### config.mk
export PLATFORM = sky130hd
export DESIGN_NAME = pll_bringup_seq
export DESIGN_NICKNAME = d
export VERILOG_FILES = /design/src/rtl/plls_pkg.sv /design/src/rtl/plls_cmd_gen.sv /design/src/rtl/plls_poll.sv /design/src/rtl/pll_bringup_seq.sv
export SDC_FILE = /design/constraint.sdc
export NUM_CORES = 1
export LEC_CHECK = 0
export CAP_MARGIN = 20
export CORE_MARGIN = 5
export CORE_UTILIZATION = 40
export DETAILED_ROUTE_END_ITERATION = 6
export HOLD_SLACK_MARGIN = 0.06
export PLACE_DENSITY = 0.89
export SKIP_CTS_REPAIR_TIMING = 1
export SYNTH_ARGS = -nofsm -noshare
export SYNTH_HDL_FRONTEND = slang
export SYNTH_SLANG_ARGS = --single-unit
export TNS_END_PERCENT = 50
### constraint.sdc
create_clock -name clk -period 8.2 [get_ports clk]
set_input_delay 1.64 -clock clk [delete_from_list [all_inputs] [get_ports clk]]
set_output_delay 1.64 -clock clk [all_outputs]
set_load 0.01 [all_outputs]
### src/rtl/plls_pkg.sv
package plls_pkg;
  localparam int NPLL  = 5;
  localparam int CFG_W = 27;

  localparam logic [2:0] PLL_PROC  = 3'd0;
  localparam logic [2:0] PLL_CORE  = 3'd1;
  localparam logic [2:0] PLL_PERI  = 3'd2;
  localparam logic [2:0] PLL_PERI2 = 3'd3;
  localparam logic [2:0] PLL_ACCEL = 3'd4;

  localparam logic [2:0] STG_FIRST = 3'd0;  // processor into bypass
  localparam logic [2:0] STG_LAST  = 3'd5;  // processor programmed and locked

  localparam logic [2:0] MODE_STOP     = 3'd1;
  localparam logic [2:0] MODE_LP_BYP   = 3'd5;
  localparam logic [2:0] MODE_FAST_BYP = 3'd6;
  localparam logic [2:0] MODE_LOCK     = 3'd7;

  localparam logic [31:0] MSK_MODE = 32'h0000_0007;
  localparam logic [31:0] MSK_FSEL = 32'h0000_00F0;
  localparam logic [31:0] MSK_MULT = 32'h0007_FF00;
  localparam logic [31:0] MSK_NDIV = 32'h0000_007F;
  localparam logic [31:0] MSK_POST = 32'h0000_001F;
  localparam logic [31:0] MSK_SEL  = 32'h0000_0007;
  localparam logic [31:0] MSK_PDIV = 32'h0000_00C0;
  localparam logic [31:0] MSK_DIV4 = 32'h0000_0100;

  typedef enum logic [3:0] {
    OP_IDLE, OP_SEL, OP_PREDIV, OP_CLR4, OP_MODE_OFF, OP_POLL_OFF,
    OP_M2_ERR, OP_M2, OP_M, OP_N, OP_FSEL, OP_MODE_LOCK, OP_POLL_LOCK
  } op_e;

  typedef struct packed {
    logic [3:0]  fsel;
    logic [4:0]  m2;
    logic [10:0] mult;
    logic [6:0]  ndiv;
  } pll_cfg_t;

  function automatic logic [2:0] tbl_index(input logic [2:0] sel);
    return (sel > 3'd2) ? (sel >> 1) : sel;
  endfunction

  function automatic logic [1:0] prediv_code(input logic [2:0] sel);
    return (sel > 3'd2) ? 2'd2 : 2'd1;
  endfunction

  function automatic logic [2:0] off_mode(input logic [2:0] pll);
    if (pll == PLL_PROC) return MODE_LP_BYP;
    if (pll == PLL_CORE) return MODE_FAST_BYP;
    return MODE_STOP;
  endfunction

  function automatic logic [2:0] stage_pll(input logic [2:0] stage);
    return (stage == STG_FIRST || stage >= STG_LAST) ? PLL_PROC : stage;
  endfunction
endpackage

### src/rtl/plls_cmd_gen.sv
module plls_cmd_gen
  import plls_pkg::*;
#(
  parameter int                ADDR_W   = 8,
  parameter logic [ADDR_W-1:0] SYS_BASE = 'h20
) (
  input  op_e               op,
  input  logic [2:0]        pll,
  input  pll_cfg_t          cfg,
  input  logic [2:0]        sel,
  output logic              is_write,
  output logic [ADDR_W-1:0] addr,
  output logic [31:0]       mask,
  output logic [31:0]       data
);
  logic [ADDR_W-1:0] base;
  assign base = ADDR_W'({pll, 2'b00});

  always_comb begin
    is_write = 1'b1;
    addr     = base;
    mask     = '0;
    data     = '0;
    case (op)
      OP_SEL:       begin addr = SYS_BASE; mask = MSK_SEL; data = {29'd0, sel}; end
      OP_PREDIV:    begin addr = SYS_BASE + ADDR_W'(1); mask = MSK_PDIV;
                          data = {24'd0, prediv_code(sel), 6'd0}; end
      OP_CLR4:      begin addr = SYS_BASE + ADDR_W'(1); mask = MSK_DIV4; data = '0; end
      OP_MODE_OFF:  begin mask = MSK_MODE; data = {29'd0, off_mode(pll)}; end
      OP_M2_ERR:    begin addr = base + ADDR_W'(2); mask = MSK_POST;
                          data = {27'd0, cfg.m2 + 5'd1}; end
      OP_M2:        begin addr = base + ADDR_W'(2); mask = MSK_POST; data = {27'd0, cfg.m2}; end
      OP_M:         begin addr = base + ADDR_W'(1); mask = MSK_MULT;
                          data = {13'd0, cfg.mult, 8'd0}; end
      OP_N:         begin addr = base + ADDR_W'(1); mask = MSK_NDIV; data = {25'd0, cfg.ndiv}; end
      OP_FSEL:      begin mask = MSK_FSEL; data = {24'd0, cfg.fsel, 4'd0}; end
      OP_MODE_LOCK: begin mask = MSK_MODE; data = {29'd0, MODE_LOCK}; end
      default:      is_write = 1'b0;
    endcase
  end
endmodule

### src/rtl/plls_poll.sv
module plls_poll
  import plls_pkg::*;
#(
  parameter int TMO_W = 16
) (
  input  logic              clk,
  input  logic              rst_n,
  input  logic              active,
  input  logic              want_lock,
  input  logic [2:0]        pll,
  input  logic [2*NPLL-1:0] stat,
  input  logic [TMO_W-1:0]  limit,
  output logic              hit,
  output logic              expired
);
  logic [1:0]       st;
  logic [TMO_W-1:0] cnt_q;
  logic             is_peri, locked, idle;

  always_comb begin
    st = '0;
    for (int i = 0; i < NPLL; i++)
      if (pll == 3'(i)) st = stat[2*i +: 2];
  end

  assign is_peri = (pll == PLL_PERI);
  assign locked  = is_peri ? (st == 2'b10) : st[0];
  assign idle    = is_peri ? (st == 2'b00) : !st[0];
  assign hit     = active && (want_lock ? locked : idle);
  assign expired = active && !hit && (cnt_q == limit);

  always_ff @(posedge clk) begin
    if (!rst_n)                cnt_q <= '0;
    else if (!active || hit)   cnt_q <= '0;
    else if (!expired)         cnt_q <= cnt_q + 1'b1;
  end

  AST_CNT_BOUND: assert property (@(posedge clk) disable iff (!rst_n)
    active && $stable(limit) |-> cnt_q <= limit);
endmodule

### src/rtl/pll_bringup_seq.sv
module pll_bringup_seq
  import plls_pkg::*;
#(
  parameter int                ADDR_W   = 8,
  parameter logic [ADDR_W-1:0] SYS_BASE = 'h20,
  parameter int                TMO_W    = 16
) (
  input  logic                  clk,
  input  logic                  rst_n,
  input  logic                  start,
  input  logic [2:0]            sel_code,
  input  logic                  newer_family,
  input  logic                  errata_si,
  input  logic                  has_accel,
  input  logic [TMO_W-1:0]      poll_limit,
  input  logic [NPLL*CFG_W-1:0] pll_cfg,
  input  logic [2*NPLL-1:0]     pll_stat,
  output logic [2:0]            tbl_idx,
  output logic                  cmd_valid,
  input  logic                  cmd_ready,
  output logic [ADDR_W-1:0]     cmd_addr,
  output logic [31:0]           cmd_mask,
  output logic [31:0]           cmd_data,
  output logic                  busy,
  output logic                  done,
  output logic                  err,
  output logic [2:0]            err_pll
);
  op_e        op_q, op_d, prog_op;
  logic [2:0] stage_q, stage_d, sel_q, pll_id, err_pll_q;
  logic       newer_q, errata_q, accel_q, done_q, err_q;
  logic       is_write, polling, want_lock, hit, expired, step, start_go;
  pll_cfg_t   cur_cfg;

  assign pll_id    = stage_pll(stage_q);
  assign busy      = (op_q != OP_IDLE);
  assign polling   = (op_q == OP_POLL_OFF) || (op_q == OP_POLL_LOCK);
  assign want_lock = (op_q == OP_POLL_LOCK);
  assign start_go  = start && !busy;
  assign step      = is_write ? cmd_ready : hit;
  assign tbl_idx   = tbl_index(sel_q);
  assign done      = done_q;
  assign err       = err_q;
  assign err_pll   = err_pll_q;

  always_comb begin
    cur_cfg = '0;
    for (int i = 0; i < NPLL; i++)
      if (pll_id == 3'(i)) cur_cfg = pll_cfg[i*CFG_W +: CFG_W];
  end

  plls_cmd_gen #(.ADDR_W(ADDR_W), .SYS_BASE(SYS_BASE)) u_cmd (
    .op(op_q), .pll(pll_id), .cfg(cur_cfg), .sel(sel_q),
    .is_write(is_write), .addr(cmd_addr), .mask(cmd_mask), .data(cmd_data));

  plls_poll #(.TMO_W(TMO_W)) u_poll (
    .clk(clk), .rst_n(rst_n), .active(polling), .want_lock(want_lock),
    .pll(pll_id), .stat(pll_stat), .limit(poll_limit),
    .hit(hit), .expired(expired));

  assign cmd_valid = busy && is_write;

  always_comb begin
    op_d    = op_q;
    stage_d = stage_q;
    prog_op = errata_q ? OP_M2_ERR : OP_M2;
    case (op_q)
      OP_SEL:       op_d = OP_PREDIV;
      OP_PREDIV:    op_d = (newer_q && sel_q != 3'd1) ? OP_CLR4 : OP_MODE_OFF;
      OP_CLR4:      op_d = OP_MODE_OFF;
      OP_MODE_OFF:  op_d = OP_POLL_OFF;
      OP_POLL_OFF:
        if (stage_q == STG_FIRST) begin
          stage_d = PLL_CORE;
          op_d    = OP_MODE_OFF;
        end else begin
          op_d = prog_op;
        end
      OP_M2_ERR:    op_d = OP_M2;
      OP_M2:        op_d = OP_M;
      OP_M:         op_d = OP_N;
      OP_N:         op_d = OP_FSEL;
      OP_FSEL:      op_d = OP_MODE_LOCK;
      OP_MODE_LOCK: op_d = OP_POLL_LOCK;
      OP_POLL_LOCK:
        if (stage_q == STG_LAST) begin
          op_d = OP_IDLE;
        end else begin
          stage_d = (stage_q == PLL_PERI2 && !accel_q) ? STG_LAST : stage_q + 3'd1;
          op_d    = (stage_d == STG_LAST) ? prog_op : OP_MODE_OFF;
        end
      default:      op_d = op_q;
    endcase
  end

  always_ff @(posedge clk) begin
    if (!rst_n) begin
      op_q <= OP_IDLE;  stage_q <= STG_FIRST;  sel_q <= '0;
      newer_q <= 1'b0;  errata_q <= 1'b0;  accel_q <= 1'b0;
      done_q <= 1'b0;   err_q <= 1'b0;     err_pll_q <= '0;
    end else if (start_go) begin
      op_q <= OP_SEL;   stage_q <= STG_FIRST;  sel_q <= sel_code;
      newer_q <= newer_family;  errata_q <= errata_si;  accel_q <= has_accel;
      done_q <= 1'b0;   err_q <= 1'b0;     err_pll_q <= '0;
    end else if (busy) begin
      if (expired) begin
        op_q <= OP_IDLE;  err_q <= 1'b1;  err_pll_q <= pll_id;  done_q <= 1'b1;
      end else if (step) begin
        op_q    <= op_d;
        stage_q <= stage_d;
        if (op_d == OP_IDLE) done_q <= 1'b1;
      end
    end
  end

  AST_CMD_HOLD: assert property (@(posedge clk) disable iff (!rst_n)
    cmd_valid && !cmd_ready |=> cmd_valid && $stable(cmd_addr) && $stable(cmd_mask) && $stable(cmd_data));
  AST_ERR_STICKY: assert property (@(posedge clk) disable iff (!rst_n)
    err && !start |=> err);
  AST_ERR_FROM_POLL: assert property (@(posedge clk) disable iff (!rst_n)
    $rose(err) |-> $past(polling));
  AST_DONE_IDLE: assert property (@(posedge clk) disable iff (!rst_n)
    done |-> !busy);
  AST_START_IGNORED: assert property (@(posedge clk) disable iff (!rst_n)
    busy && start |=> op_q != OP_SEL);
  AST_PROC_LOCK_LAST: assert property (@(posedge clk) disable iff (!rst_n)
    cmd_valid && cmd_addr == '0 && cmd_mask == MSK_MODE && cmd_data[2:0] == MODE_LOCK
      |-> stage_q == STG_LAST);
endmodule

Word-level counts from Yosys, hierarchy flattened
Index checks and enable logic that the tools add are counted.

operators by class
  reduce and logical (&&, ||, !) cells = 37
  $lt $le $gt $ge = 2
  bitwise operators = 2
  add/subtract/negate cells = 5
  muxes and demuxes = 47
  equality and inequality tests = 24

operator list
  cell                                            count
  case mux 19 bit (9 select lines)                1
  2-to-1 mux 27 bit                               5
  case mux 19 bit (7 select lines)                1
  case mux 4 bit (12 select lines)                1
  2-to-1 mux 3 bit                                11
  case mux 8 bit (4 select lines)                 1
  == test 4 bit (second input constant)           5
  adder 16 x 1 -> 16 bit (second input constant)  1
  == test 16 bit                                  1
  == test 4 x 3 -> 1 bit (second input constant)  4
  2-to-1 mux 1 bit                                16
  2-to-1 mux 2 bit                                8
  OR reduction 10 bit                             1
  OR reduction 2 bit                              5
  == test 3 x 2 -> 1 bit (second input constant)  3
  == test 3 bit (second input constant)           3
  == test 4 x 2 -> 1 bit (second input constant)  2
  2-to-1 mux 4 bit                                2
  nonzero test 2 bit                              4
  logical AND 1 bit                               7
  adder 5 x 1 -> 6 bit (second input constant)    1
  adder 5 x 2 -> 6 bit (second input constant)    1
  zero test 3 bit                                 2
  case mux 3 bit (2 select lines)                 1
  20 further kinds                                30

word-level totals
  output and inout port bits = 82
  register bits after elaboration = 34

Depth between registers and ports, before layout
  depth in word-level cells = 19
  gate-level depth with buffers = 14
  mapped depth without buffers = 11

Cells and area by module
A second synthesis with hierarchy kept.

second synthesis, totals
  cells, all modules = 651
  area total of the unflattened synthesis = 4406.7 um^2

modules (own cells, without submodules)
  module           instances  area an instance (um^2)  cells an instance  seq. area each (um^2)
  pll_bringup_seq  1          2332.2                   383                360.3
  plls_poll        1          1129.8                   126                320.3
  plls_cmd_gen     1          944.7                    142                0.0

Least setup slack after synthesis
Ideal clock, no wire load.

  path type = input-to-output
  from = input pll_cfg[73]
  to = output cmd_data[4]
  data arrival time = 3.197 ns
  data required time = 6.560 ns
  stages = 9
  path slack = 3.363 ns
  path through = nand2b_1 -> a221oi_1 -> a221oi_1 -> a221o_1 -> ha_1 -> nand2_1 -> nor3_1 -> xor2_1 -> a211o_1

on the way
  longest elaborated chain between the ends = 5

ends and longest elaborated chain
  element                           line                   text
  start, declared                   pll_bringup_seq.sv:16  input logic [NPLL*CFG_W-1:0] pll_cfg,
  2-to-1 mux 27 bit (3 in a row)    pll_bringup_seq.sv:49  if (pll_id == 3'(i)) cur_cfg = pll_cfg[i*CFG_W +: CFG_W];
  adder 5 x 1 -> 5 bit              plls_cmd_gen.sv:31     data = {27'd0, cfg.m2 + 5'd1}; end
  case mux 19 bit (9 select lines)  plls_cmd_gen.sv:24     case (op)
  end, declared                     pll_bringup_seq.sv:23  output logic [31:0] cmd_data,

Every way passes these cells.

Worst setup path after layout
  from = register stage_q[1]
  to = output cmd_data[4]

on the way
  longest elaborated chain between the ends = 11
  elaborated cells between the ends (all ways) = 16
  classes of those cells = 1 x add/sub; 1 x order compare; 4 x eq/ne; 7 x mux; 3 x reduce/logical

ends and longest elaborated chain
  element                                                               line                    text
  start, declared                                                       pll_bringup_seq.sv:30   logic [2:0] stage_q, stage_d, sel_q, pll_id, err_pll_q;
  start signal, assigned                                                pll_bringup_seq.sv:110  stage_q <= stage_d;
  greater-or-equal comparator 3 bit or zero test 3 bit (tied branches)  plls_pkg.sv:55          return (stage == STG_FIRST || stage >= STG_LAST) ? PLL_PROC : stage;
  logical OR 1 bit                                                      plls_pkg.sv:55
  2-to-1 mux 3 bit (*)                                                  plls_pkg.sv:55
  zero test 3 bit                                                       pll_bringup_seq.sv:49
  2-to-1 mux 27 bit (4 in a row)                                        pll_bringup_seq.sv:49
  2-to-1 mux 27 bit (*)                                                 pll_bringup_seq.sv:49
  adder 5 x 1 -> 5 bit                                                  plls_cmd_gen.sv:31
  case mux 19 bit (9 select lines) (*)                                  plls_cmd_gen.sv:24

Every way passes the cells marked *; elsewhere a longest branch is shown, timed or not.

==> impl_metrics.env <==
export IMPL_status="complete, but fails checks"
export IMPL_violations="design-rule violations"
export IMPL_clk_pin_slew_ns=0.07
export IMPL_path_max_fanout=23
export IMPL_h_tree_depth=2
export IMPL_max_slew_margin_rel=0.398
export IMPL_drive_gt1_frac=0.0351
export IMPL_synth_edf_count=0
export IMPL_ant_nets=0
export IMPL_via_count=4745
export IMPL_finalMaxSlewViolations=0
export IMPL_yosysUniqueCellTypes=69
export IMPL_dieWidth_um=108
export IMPL_yosysTopAreaCell="dfxtp_1"
export IMPL_cp_slowest_cell="dfxtp_1"
export IMPL_final_nets=889
export IMPL_swShare=0.393
export IMPL_cts_sinks=34
export IMPL_drt_iter0_drc=378
export IMPL_comb_power_share=0.524
export IMPL_startpoint_type="register"
export IMPL_cp_num_buf_inv=2
export IMPL_drv_cap=0
export IMPL_finalSetupTns_ns=0
export IMPL_power_leakage_uw=0.00219
export IMPL_ys_flop_type="dfxtp_1"
export IMPL_setup_violations_final=0
export IMPL_antenna_found_initial=0
export IMPL_grt_max_degree=31
export IMPL_fin_crit_ns=6.35
export IMPL_first_pass_iters=7
export IMPL_pwr_share_seq=0.298
export IMPL_utilization=0.638
export IMPL_core_um2=9280
export IMPL_wl_per_cell_um=19.2
export IMPL_worst_slack_ns=1.85
export IMPL_port_buffers=219
export IMPL_end_kind="output pin"
export IMPL_ys_ff_latch=34
export IMPL_post_place_ws_ns=2.19
export IMPL_vias_per_cell=5.64
export IMPL_rows=35
export IMPL_clock_latency_ns=0.29
export IMPL_synth_top_area_share=0.179
export IMPL_cts_root_buf="clkbuf_8"
export IMPL_track_usage=0.261
export IMPL_grt_overflow=0
export IMPL_hp_class="register to register"
export IMPL_crit_top_cell="ha_1"
export IMPL_final_hold_violation_count=0
export IMPL_p_int_uw=451
export IMPL_critical_path_arrival_ns=4.71
export IMPL_max_freq_mhz=158
export IMPL_gp_congestion=0.897
export IMPL_first_global_vias=4482
export IMPL_remaining_drc_errors=4
export IMPL_grt_pass1_wl_um=24200
export IMPL_syn_inst=532
export IMPL_skew_ns=0.0130
export IMPL_layout_area_overhead_vs_synth_pct=55.5
export IMPL_synth_warnings=0
export IMPL_worst_path_largest_cell_delay_ns=0.89
export IMPL_start_util=0.410
export IMPL_syn_area_per_cell_um2=7.16
export IMPL_post_route_period_util=0.774
export IMPL_fp_dieH_um=108
export IMPL_fillers=830
export IMPL_cp_top_family="simple AND/OR/NAND/NOR gates"
export IMPL_cts_buffers=5
export IMPL_wl_um=16200
export IMPL_power_frac_clock=0.178
export IMPL_clockBufferDepth=2
export IMPL_power_density_nw_per_um2=125
export IMPL_io_pins=253
export IMPL_synth_area_leaders="dfxtp_1, buf_4, xor2_1"
export IMPL_rsz0062_at_grt="false"
export IMPL_tritoncts="yes"
export IMPL_criticalPathCategory="register to output pin"
export IMPL_p_switching_uw=291
export IMPL_ys_async_sr_fraction=0
export IMPL_worstPathCellList="inv_1 -> ha_1 -> nor2b_1 -> o21ai_0 -> a221oi_1 -> a221o_1 -> ha_1 -> nand2_1 -> nor3_1 -> xor2_1 -> a211o_1 -> clkdlybuf4s50_1"
export IMPL_final_cell_mix="clkdlybuf4s50_1, nor2_1, nand2_1"
export IMPL_insertedDiodeCount=0
export IMPL_dieArea_um2=11600
export IMPL_ir_worst_vdd_uv=103
export IMPL_worst_slew_pin_slew_ns=0.902
export IMPL_yosysSeqAreaShare=0.179
export IMPL_mostFrequentLayoutCell="clkdlybuf4s50_1"
export IMPL_hpwl_um=13100
export IMPL_syn_area_um2=3810
export IMPL_crit_required_ns=6.56
-- state kept, by name (all words and copies together), names as in the netlist --
name	cells
accel_q	1
done	1
err	1
err_pll	3
errata_q	1
newer_q	1
op_q	4
sel_q	3
stage_q	3
u_poll.cnt_q	16
-- cell families (layout without fill, tap and decap cells) --
kind of cell    Yosys count  count (layout)  share of synthesized area
fa+ha+maj                 6               6                     0.0197
mux                       6               6                     0.0161
buf+inv                  93             246                      0.140
simple gates            192             192                      0.256
xor+xnor                 36              36                     0.0828
flops                    34              34                      0.179
compound gates          164             164                      0.306
other cells               1              29                   0.000984
-- area by class of cell --
type	count	area, um2	share of cell area
multi-input combinational	433	2710	0.457
timing repair buffer	223	2220	0.375
tap	129	161	0.0272
clock buffer	6	82.6	0.0139
clock inverter	2	12.5	0.00211
inverter	15	56.3	0.00950
sequential	34	681	0.115
-- worst paths after layout --
kind / from / slack [ns] / end / depth (start not counted)
max reg2reg: stage_q[1] / 3.92 / u_poll.cnt_q[2] / 10
min: err_pll[2] / 0.46 / err_pll[2] / 2
min reg2reg: err_pll[2] / 0.46 / err_pll[2] / 2
max: stage_q[1] / 1.85 / cmd_data[4] / 12
-- power by group through the flow --
stage	logic [uW]	clock network (uW)	registers (uW)
after floorplan	232	0	192
after global placement	378	0	222
after detailed placement	383	0	223
after CTS	385	135	220
after global routing	417	141	226
final	389	132	221
-- Yosys cell counts (all sizes together) (7+ instances only) --
cell / instances
a21oi: 40
a221oi: 9
a222oi: 17
a22oi: 20
a31oi: 7
and3: 15
buf: 52
clkbuf: 26
dfxtp: 34
inv: 14
nand2: 48
nand2b: 12
nand3: 14
nor2: 52
nor2b: 9
nor3: 14
nor4: 7
o21ai: 27
o22ai: 7
xnor2: 12
xor2: 24
-- routing by layer --
layer / wire (um) / up-vias / track usage
met5: 0 / - / 0
met4: 672 / 0 / 0.107
met3: 1500 / 44 / 0.0528
met2: 8110 / 260 / 0.464
met1: 5890 / 2187 / 0.303
li1: - / 2254 / -
-- tightest hold or removal path, cell delays in order (launching register included) --
cell and delay [ns]:
dfxtp_1 0.31, nand2_1 0.05, mux2i_1 0.05
-- through the flow --
| stage | cells | area (um2) | total power [uW] | hold WS (ns) |
|---|---|---|---|---|
| floorplan | 560 | 3920 | 424 | 0.438 |
| global placement | 834 | 5830 | 600 | 0.446 |
| detailed placement | 834 | 5830 | 606 | 0.456 |
| CTS | 842 | 5920 | 740 | 0.463 |
| global route | 842 | 5920 | 784 | 0.488 |
| finish | 842 | 5920 | 742 | 0.461 |
(Power assumes the default switching activity.)
